**src/rtl/rv_router_pkg.sv**
```systemverilog
package rv_router_pkg;

    typedef enum logic [1:0] {
        ST_HEAD = 2'd0,
        ST_BODY = 2'd1,
        ST_TAIL = 2'd2,
        ST_DROP = 2'd3
    } rv_state_e;

    localparam int WORD_W       = 32;
    localparam int HDR_TYPE_BIT = 26;
    localparam int TGT_LSB      = 16;
    localparam int TGT_W        = 8;
    localparam int LENF_W       = 16;
    localparam int SHIFT_W      = 3;

endpackage

```
**src/rtl/rv_hdr_decode.sv**
```systemverilog
module rv_hdr_decode
    import rv_router_pkg::*;
#(
    parameter int CLS_W   = 2,
    parameter int MAX_LEN = 1024,
    parameter int LEN_W   = 11
) (
    input  logic                type_bit,
    input  logic [TGT_W-1:0]    target,
    input  logic [LENF_W-1:0]   len_field,
    input  logic [SHIFT_W-1:0]  shift,
    output logic                is_cmd,
    output logic [CLS_W-1:0]    cls,
    output logic [LEN_W-1:0]    len,
    output logic                len_bad
);

    always_comb begin
        is_cmd  = type_bit;
        cls     = CLS_W'(target >> shift);
        len     = len_field[LEN_W-1:0];
        len_bad = (len_field == '0) || (len_field > LENF_W'(MAX_LEN));
    end

endmodule

```
**src/rtl/rv_pkt_fsm.sv**
```systemverilog
module rv_pkt_fsm
    import rv_router_pkg::*;
#(
    parameter int CLS_W = 2,
    parameter int LEN_W = 11,
    localparam int NC   = 1 << CLS_W
) (
    input  logic              clk,
    input  logic              rst_n,
    input  logic              in_valid,
    input  logic              sync_hit,
    input  logic              hdr_cmd,
    input  logic [CLS_W-1:0]  hdr_cls,
    input  logic [LEN_W-1:0]  hdr_len,
    input  logic              hdr_bad,
    input  logic [NC-1:0]     cls_ready,
    input  logic              ctl_ready,
    output logic              in_ready,
    output logic [NC-1:0]     fwd_cls_valid,
    output logic              fwd_ctl_valid,
    output logic              tail_beat,
    output logic              ev_ok,
    output logic              ev_err,
    output logic [CLS_W-1:0]  ev_cls,
    output rv_state_e         state_o
);

    rv_state_e        state_q, state_d;
    logic             cmd_q, cmd_d;
    logic [CLS_W-1:0] cls_q, cls_d;
    logic [LEN_W-1:0] rem_q, rem_d;

    logic             cur_cmd;
    logic [CLS_W-1:0] cur_cls;
    logic             dest_rdy;
    logic             fwd;
    logic             accept;

    // Destination of the current beat: live header in HEAD, latched otherwise
    always_comb begin
        cur_cmd  = (state_q == ST_HEAD) ? hdr_cmd : cmd_q;
        cur_cls  = (state_q == ST_HEAD) ? hdr_cls : cls_q;
        dest_rdy = cur_cmd ? ctl_ready : cls_ready[cur_cls];
    end

    // Output process
    always_comb begin
        in_ready  = 1'b0;
        fwd       = 1'b0;
        tail_beat = 1'b0;
        unique case (state_q)
            ST_HEAD: begin
                if (hdr_bad) begin
                    in_ready = 1'b1;
                end else begin
                    in_ready = dest_rdy;
                    fwd      = in_valid;
                end
            end
            ST_BODY: begin
                in_ready = dest_rdy;
                fwd      = in_valid;
            end
            ST_TAIL: begin
                in_ready  = dest_rdy;
                fwd       = in_valid;
                tail_beat = 1'b1;
            end
            ST_DROP: begin
                in_ready = 1'b1;
            end
        endcase
    end

    assign accept        = in_valid & in_ready;
    assign fwd_ctl_valid = fwd & cur_cmd;

    generate
        for (genvar i = 0; i < NC; i++) begin : g_sel
            assign fwd_cls_valid[i] = fwd & ~cur_cmd & (cur_cls == CLS_W'(i));
        end
    endgenerate

    assign ev_cls = cur_cls;
    assign ev_ok  = accept & (state_q == ST_TAIL) & ~cmd_q & sync_hit;
    assign ev_err = accept & (((state_q == ST_HEAD) & hdr_bad) |
                              ((state_q == ST_TAIL) & ~cmd_q & ~sync_hit));

    // Transitions
    always_comb begin
        state_d = state_q;
        cmd_d   = cmd_q;
        cls_d   = cls_q;
        rem_d   = rem_q;
        unique case (state_q)
            ST_HEAD: begin
                if (accept) begin
                    cmd_d = hdr_cmd;
                    cls_d = hdr_cls;
                    rem_d = hdr_len;
                    state_d = hdr_bad ? ST_DROP : ST_BODY;
                end
            end
            ST_BODY: begin
                if (accept) begin
                    rem_d = rem_q - 1'b1;
                    if (rem_q == LEN_W'(1)) begin
                        state_d = ST_TAIL;
                    end
                end
            end
            ST_TAIL: begin
                if (accept) begin
                    state_d = ST_HEAD;
                end
            end
            ST_DROP: begin
                if (accept && sync_hit) begin
                    state_d = ST_HEAD;
                end
            end
        endcase
    end

    // State register
    always_ff @(posedge clk) begin
        if (!rst_n) begin
            state_q <= ST_HEAD;
            cmd_q   <= 1'b0;
            cls_q   <= '0;
            rem_q   <= '0;
        end else begin
            state_q <= state_d;
            cmd_q   <= cmd_d;
            cls_q   <= cls_d;
            rem_q   <= rem_d;
        end
    end

    assign state_o = state_q;

endmodule

```
**src/rtl/rv_class_counters.sv**
```systemverilog
module rv_class_counters #(
    parameter int CLS_W = 2,
    parameter int CNT_W = 32,
    localparam int NC   = 1 << CLS_W
) (
    input  logic              clk,
    input  logic              rst_n,
    input  logic              ev_ok,
    input  logic              ev_err,
    input  logic [CLS_W-1:0]  ev_cls,
    input  logic [CLS_W-1:0]  rd_cls,
    output logic [CNT_W-1:0]  rd_pkt,
    output logic [CNT_W-1:0]  rd_err
);

    logic [CNT_W-1:0] pkt_q [NC];
    logic [CNT_W-1:0] err_q [NC];

    generate
        for (genvar c = 0; c < NC; c++) begin : g_cnt
            logic hit;
            assign hit = (ev_cls == CLS_W'(c));

            always_ff @(posedge clk) begin
                if (!rst_n) begin
                    pkt_q[c] <= '0;
                    err_q[c] <= '0;
                end else begin
                    if (hit && ev_ok && (pkt_q[c] != '1)) begin
                        pkt_q[c] <= pkt_q[c] + 1'b1;
                    end
                    if (hit && ev_err && (err_q[c] != '1)) begin
                        err_q[c] <= err_q[c] + 1'b1;
                    end
                end
            end
        end
    endgenerate

    assign rd_pkt = pkt_q[rd_cls];
    assign rd_err = err_q[rd_cls];

endmodule

```
**src/rtl/rv_router.sv**
```systemverilog
module rv_router
    import rv_router_pkg::*;
#(
    parameter int CLS_W   = 2,
    parameter int MAX_LEN = 1024,
    parameter int CNT_W   = 32,
    localparam int NC     = 1 << CLS_W,
    localparam int LEN_W  = $clog2(MAX_LEN + 1)
) (
    input  logic                 clk,
    input  logic                 rst_n,
    input  logic [SHIFT_W-1:0]   cfg_shift,
    input  logic [WORD_W-1:0]    cfg_sync,
    input  logic                 in_valid,
    output logic                 in_ready,
    input  logic [WORD_W-1:0]    in_data,
    output logic [NC-1:0]        cls_valid,
    input  logic [NC-1:0]        cls_ready,
    output logic [NC*WORD_W-1:0] cls_data,
    output logic [NC-1:0]        cls_last,
    output logic [NC-1:0]        cls_err,
    output logic                 ctl_valid,
    input  logic                 ctl_ready,
    output logic [WORD_W-1:0]    ctl_data,
    output logic                 ctl_last,
    output logic                 ctl_err,
    input  logic [CLS_W-1:0]     rd_cls,
    output logic [CNT_W-1:0]     rd_pkt_cnt,
    output logic [CNT_W-1:0]     rd_err_cnt
);

    logic             hdr_cmd;
    logic [CLS_W-1:0] hdr_cls;
    logic [LEN_W-1:0] hdr_len;
    logic             hdr_bad;
    logic             sync_hit;
    logic             tail_beat;
    logic             ev_ok;
    logic             ev_err;
    logic [CLS_W-1:0] ev_cls;
    rv_state_e        fsm_state;

    assign sync_hit = (in_data == cfg_sync);

    rv_hdr_decode #(
        .CLS_W   (CLS_W),
        .MAX_LEN (MAX_LEN),
        .LEN_W   (LEN_W)
    ) u_dec (
        .type_bit  (in_data[HDR_TYPE_BIT]),
        .target    (in_data[TGT_LSB +: TGT_W]),
        .len_field (in_data[LENF_W-1:0]),
        .shift     (cfg_shift),
        .is_cmd    (hdr_cmd),
        .cls       (hdr_cls),
        .len       (hdr_len),
        .len_bad   (hdr_bad)
    );

    rv_pkt_fsm #(
        .CLS_W (CLS_W),
        .LEN_W (LEN_W)
    ) u_fsm (
        .clk           (clk),
        .rst_n         (rst_n),
        .in_valid      (in_valid),
        .sync_hit      (sync_hit),
        .hdr_cmd       (hdr_cmd),
        .hdr_cls       (hdr_cls),
        .hdr_len       (hdr_len),
        .hdr_bad       (hdr_bad),
        .cls_ready     (cls_ready),
        .ctl_ready     (ctl_ready),
        .in_ready      (in_ready),
        .fwd_cls_valid (cls_valid),
        .fwd_ctl_valid (ctl_valid),
        .tail_beat     (tail_beat),
        .ev_ok         (ev_ok),
        .ev_err        (ev_err),
        .ev_cls        (ev_cls),
        .state_o       (fsm_state)
    );

    rv_class_counters #(
        .CLS_W (CLS_W),
        .CNT_W (CNT_W)
    ) u_cnt (
        .clk    (clk),
        .rst_n  (rst_n),
        .ev_ok  (ev_ok),
        .ev_err (ev_err),
        .ev_cls (ev_cls),
        .rd_cls (rd_cls),
        .rd_pkt (rd_pkt_cnt),
        .rd_err (rd_err_cnt)
    );

    generate
        for (genvar i = 0; i < NC; i++) begin : g_port
            assign cls_data[i*WORD_W +: WORD_W] = in_data;
            assign cls_last[i] = cls_valid[i] & tail_beat;
            assign cls_err[i]  = cls_valid[i] & tail_beat & ~sync_hit;
        end
    endgenerate

    assign ctl_data = in_data;
    assign ctl_last = ctl_valid & tail_beat;
    assign ctl_err  = ctl_valid & tail_beat & ~sync_hit;

endmodule

```
**config.mk**
```make
export PLATFORM = sky130hd
export DESIGN_NAME = rv_router
export DESIGN_NICKNAME = d
export VERILOG_FILES = /design/src/rtl/rv_router_pkg.sv /design/src/rtl/rv_hdr_decode.sv /design/src/rtl/rv_pkt_fsm.sv /design/src/rtl/rv_class_counters.sv /design/src/rtl/rv_router.sv
export SDC_FILE = /design/constraint.sdc
export NUM_CORES = 1
export LEC_CHECK = 0
export ABC_AREA = 0
export BUFFER_PORTS_ARGS = -buffer_cell sky130_fd_sc_hd__buf_2
export CORE_AREA = 3 3 194 196
export CTS_CLUSTER_SIZE = 14
export DETAILED_ROUTE_END_ITERATION = 10
export DIE_AREA = 0 0 197 199
export HOLD_SLACK_MARGIN = 0.15
export PLACE_DENSITY = 0.86
export SYNTH_ARGS = -nofsm -noshare
export SYNTH_HDL_FRONTEND = slang
export SYNTH_SLANG_ARGS = --single-unit
```
**constraint.sdc**
```tcl
create_clock -name clk -period 5.6 [get_ports clk]
set_clock_uncertainty 0.05 [all_clocks]
set_input_delay 0.84 -clock clk [delete_from_list [all_inputs] [get_ports clk]]
set_output_delay 0.84 -clock clk [all_outputs]
set_load 0.03 [all_outputs]
```
# After elaboration in Yosys (flattened, before gate mapping)
# Memories as Yosys holds them, arrays and structs flattened.
# Index checks and enable logic that the tools add are counted.
[totals]
ff_bits = 16
latch_bits = 0
mem_bits_rw = 256
romBits = 0
in_bits = 77
output_inout_bits = 240
elab_cells = 154
memories = 2
[classes]
n_addsub = 9
n_mul = 0
div = 0
magnitude_cmp = 2
n_eq_ne = 21
n_shift = 1
muxes = 53
bitwise_logic = 36
reduce_logical = 26
[memory_table]
columns = ["name", "depth", "width", "rd", "rd_clocked_by_memory_dff", "wr", "line_no", "text"]
rows = [
  ["u_cnt.err_q", 4, 32, 5, 0, 4, "rv_class_counters.sv:17", "logic [CNT_W-1:0] err_q [NC];"],
  ["u_cnt.pkt_q", 4, 32, 5, 0, 4, "rv_class_counters.sv:16", "logic [CNT_W-1:0] pkt_q [NC];"],
]
[ops]
columns = ["operator", "count"]
rows = [
  ["32-bit by 1-bit adder with 32-bit output (second input constant)", 8],
  ["32-bit 2-to-1 mux", 8],
  ["32-bit != test (second input constant)", 8],
  ["32-bit == test", 1],
  ["1-bit 2-to-1 mux", 31],
  ["1-bit AND", 24],
  ["11-bit 2-to-1 mux", 2],
  ["11-bit case mux with 2 select lines", 1],
  ["1-bit logical AND", 17],
  ["16-bit by 11-bit greater-than comparator with 1-bit output (second input constant)", 1],
  ["16-bit logical NOT", 1],
  ["2-bit 2-to-1 mux", 7],
  ["11-bit by 1-bit == test with 1-bit output (second input constant)", 1],
  ["11-bit by 1-bit subtractor with 11-bit output (second input constant)", 1],
  ["2-bit by 1-bit != test with 1-bit output (second input constant)", 5],
  ["1-bit bitwise OR", 9],
  ["2-bit == test (second input constant)", 4],
  ["2-bit case mux with 4 select lines", 1],
  ["8-bit by 3-bit >> shifter with 2-bit output", 1],
  ["5-bit AND reduction", 1],
  ["2-bit by 1-bit == test with 1-bit output (second input constant)", 2],
  ["2-bit logical NOT", 2],
  ["2-bit by 3-bit < comparator with 1-bit output (second input constant)", 1],
  ["1-bit NOT", 3],
  ["8 further kinds", 8],
]

# Depth between registers and ports, before layout
[logic_depth]
ltp_word = 17
depth_mapped = 13
depth_no_buf = 9

# Modules after synthesis
# From an unflattened synthesis, not the netlist that was laid out.
[hier_totals]
cells_unflattened = 1826
area_unflattened_um2 = 18665.4
[by_module_without_submodules]
columns = ["mod", "n_inst", "cells_each", "area_each_um2", "seq_area_each_um2"]
rows = [
  ["rv_class_counters", 1, 1410, 15396.0, 7687.4],
  ["rv_router", 1, 213, 1631.6, 0.0],
  ["rv_pkt_fsm", 1, 174, 1385.1, 320.3],
  ["rv_hdr_decode", 1, 29, 252.7, 0.0],
]

# Worst setup path after synthesis
# No wires, ideal clock.
[synth_path]
kind = "input port to flip-flop"
start = "input port in_data[6]"
end = "memory u_cnt.pkt_q[1][0], enable pin"
setup_time_ns = 0.470
arrival_ns = 5.273
required_ns = 5.080
path_slack_ns = -0.193
path_stages = 9
path_buffers = 3
cell_sequence = "or4_1 -> or4_1 -> and3_1 -> buf_6 -> nor3_4 -> a21oi_2 -> clkbuf_1 -> clkbuf_1 -> o31ai_1"
[synth_lines]
columns = ["item", "line_no", "text"]
rows = [
  ["start, declared", "rv_router.sv:16", "input logic [WORD_W-1:0] in_data,"],
  ["end, declared", "rv_class_counters.sv:16", ""],
]

# Worst setup path in the final report
[layout_path]
start = "input port in_data[6]"
end = "output port cls_err[1]"
[layout_between]
elab_chain_cells = 8
elab_cells_between_ends = 11
cone_classes = "order compare: 1; eq/ne: 1; mux: 2; bitwise: 5; reduce/logical: 2"
[layout_lines]
columns = ["item", "line_no", "text"]
rows = [
  ["16-bit by 11-bit greater-than comparator with 1-bit output or 16-bit logical NOT (tied branches)", "rv_hdr_decode.sv:22", "len_bad = (len_field == '0) || (len_field > LENF_W'(MAX_LEN));"],
  ["1-bit logical OR", "rv_hdr_decode.sv:22", ""],
  ["1-bit 2-to-1 mux", "rv_pkt_fsm.sv:53", "if (hdr_bad) begin"],
  ["1-bit case mux with 2 select lines", "rv_pkt_fsm.sv:51", "unique case (state_q)"],
  ["1-bit AND (2 in series)", "rv_pkt_fsm.sv:80", "assign fwd_cls_valid[i] = fwd & ~cur_cmd & (cur_cls == CLS_W'(i));"],
  ["1-bit AND", "rv_router.sv:102", "assign cls_err[i] = cls_valid[i] & tail_beat & ~sync_hit;"],
  ["1-bit AND (*)", "rv_router.sv:102", ""],
  ["end, declared", "rv_router.sv:21", "output logic [NC-1:0] cls_err,"],
]
# Every way passes the cells marked *; elsewhere a longest branch is shown, timed or not.

==> results.ini <==
[outcome]
status = completed

[timing]
rsz0062_at_grt = false
finalMaxSlewViolations = 0
hold_violations = 0
maxSlewHeadroom_pct = 14.2
max_freq_ghz = 0.235
hold_ws_ns = 0.423
period_share_pct = 76.0
setup_viol = 0
tns_ns = 0
worstMarginPinSlew_ns = 1.28
period_needed_ns = 4.26

[grt]
grt_pass1_wl_um = 81300
grt_pass1_vias = 14060
grtUsageTotal_pct = 26.1
grt_max_degree = 88
antenna_found_initial = 5
globalRoute.totalOverflow = 0

[drt]
wl_per_cell_um = 22.1
drt_first_pass_iters = 6
ant_nets = 0
remaining_drc_errors = 0
viasPerCell = 6.20
drtIter0Drc = 1662
vias = 14726
routed_wl_um = 52400

[cts]
clkLatencyLatePin_ns = 0.57
max-clock-path-buffers = 3
hold_buffers = 0
clkSinkCount = 272
tritoncts = yes
cts_buffers = 29
cts_root_buf = clkbuf_16
cts_max_level = 1
ctsResizeCount = 0
post-cts-setup-buffers = 0
path_clk_slew_ns = 0.06

[critical_path]
critPathRequiredTime_ns = 4.71
cpLargestDelayFamily = simple AND/OR/NAND/NOR gates
worstPathMaxFanout = 8
crit_path_start_kind = input port
path_cells = buf_2, or4_1, or4_1, and3_1, o2111ai_1, nand2b_1, nor2_1, buf_2
cp.buffers_inverters = 2
worstSetupPathType = input port to primary output
end_kind = primary output
startpoint = in_data[6]
critical_path.max_stage_delay_ns = 0.55
arrival_ns = 3.37
cp_slowest_cell = or4_1
r2r_slack_ns = 1.60
r2r-start = u_fsm.state_o[0]

[yosys]
syn_nets = 1848
synthCells = 1757
synth_seq_cells = 272
syn_area_um2 = 18600
synth.distinct_cells = 64
yosysWarnings = 0
avgSynthCellArea_um2 = 10.6
synthFlopType = edfxtp_1
seq_area_frac_synth_pct = 43.1
async_flop_share_pct = 0
synth_edf_count = 256

[placement]
dpl.cell_count = 2321
dp.final_hpwl_um = 37400
io_buffers = 316
gp_congestion = 0.981

[job]
drv_cap = 0

[finish]
fin_cells = 2376
syn_to_final_growth_pct = 10.2
layout-drive-gt1-share_pct = 28.2
multiInputGateArea_um2 = 8910
regArea_um2 = 8010
nFillCells = 2951
finish.utilization_pct = 56.5
final_net_count = 1975

[die]
dieArea_um2 = 39200
num_rows = 70
die_w_um = 197
design.portCount = 317
die_y_um = 199
core_area_um2 = 36300
initial_utilization_pct = 51.3

[pwr]
irDropWorstVdd_uv = 249
leakage_nw = 7.07
power_density_nw_per_um2 = 352

[min_path]
min_from = u_fsm.rem_q[8]
min_path_type = register to register

-- sequential cells by signal, indices dropped and copies added (netlist names) --
signal	count
u_cnt.pkt_q	128
u_fsm.cmd_q	1
u_fsm.cls_q	2
u_fsm.state_o	2
u_cnt.err_q	128
u_fsm.rem_q	11
-- kinds of logic (layout without fill, tap and decap cells) --
family / count (synthesis) / count (layout) / synth area share (%)
AO/OA/AOI/OAI: 68 / 68 / 2.50
multiplexers: 83 / 83 / 8.88
other: 0 / 1 / 0
flip-flops: 272 / 272 / 43.1
AND/OR/NAND/NOR: 773 / 773 / 22.6
XOR/XNOR: 271 / 271 / 12.8
adder cells (fa/ha/maj): 14 / 14 / 0.942
buffers and inverters: 276 / 426 / 9.22
-- where the power goes --
part	internal, mW	leakage (nW)	switching [mW]
clock network	1.36	0.519	0.842
logic	0.654	3.77	1.49
registers	2.54	2.79	0.324
-- worst paths after layout --
path	to	cells past startpoint
hold / removal	u_fsm.rem_q[8]	2
setup reg to reg	u_cnt.pkt_q[0][5]	9
setup / recovery	cls_err[1]	8
hold reg to reg	u_fsm.rem_q[8]	2
-- stage by stage --
step           worst slack, ns  power, mW  instance area [µm²]
3_5_place_dp              1.04       4.99                19400
4_1_cts                   1.40       7.19                20500
5_1_grt                   1.15       7.50                20500
2_1_floorplan           -0.193       4.44                18600
3_3_place_gp              1.12       4.90                19400
6_report                  1.34       7.21                20500
-- tightest hold or removal path, delay by kind of cell (launching register included) --
kind	cells	cell delay, ns
AOI/OAI and AO/OA	1	0.07
DFF	1	0.30
and+or+nand+nor	1	0.05
-- final cells by class --
type,count,share of cell area [%]
sequential,272,39.1
multi-input combinational,1209,43.5
timing repair buffer,340,8.62
inverter,32,0.587
clock inverter,22,1.69
antenna,1,0.0122
tap,468,2.86
clock buffer,32,3.60
-- cells in the final DEF (no fill, tap or decap), types with 50 or more instances in the layout --
cell type  instances
and3_1            50
buf_2            315
edfxtp_1         256
mux4_2            65
nand2_1          124
nand3_1           87
nand4_1           67
nor2_1           195
nor3_1            61
nor4_1            68
xnor2_1          131
xor2_1           140
-- layer usage --
metal	vias up	track usage (%)	part of all wire, %
li1	6531	-	-
met1	7271	37.8	41
met2	834	41.2	47
met3	82	5.34	10
met4	8	4.86	1.7
met5	-	0	0.090
-- synthesized netlist by cell type, types with 2 or more instances --
master	number	area share [%]
o21ai_0	6	0.16
nand2b_1	5	0.17
or4_1	4	0.16
o22ai_1	4	0.13
mux2_1	4	0.24
nor3_1	61	1.6
a21oi_1	18	0.48
a41o_1	2	0.11
mux2i_1	13	0.70
xor2_1	140	6.6
and2_1	6	0.20
nand4_1	67	2.3
a31oi_1	5	0.17
nand3_1	87	2.3
edfxtp_1	256	41
clkbuf_1	60	1.2
o21ai_1	3	0.081
mux4_2	65	7.9
o221a_2	3	0.18
nand2_1	124	2.5
nor4_2	20	1.3
and4_1	17	0.80
buf_4	162	6.5
inv_1	32	0.65
xnor2_1	131	6.2
buf_2	2	0.054
nor4_1	68	2.3
and3_1	50	1.7
nor3_2	40	2.2
or2_2	8	0.27
ha_1	14	0.94
nor2b_1	8	0.27
nor2_1	195	3.9
buf_6	9	0.55
o31ai_1	5	0.20
or3_1	5	0.17
dfxtp_1	16	1.7
o211ai_1	6	0.24
buf_1	11	0.22
No activity file was read; power rests on OpenSTA's default activity.
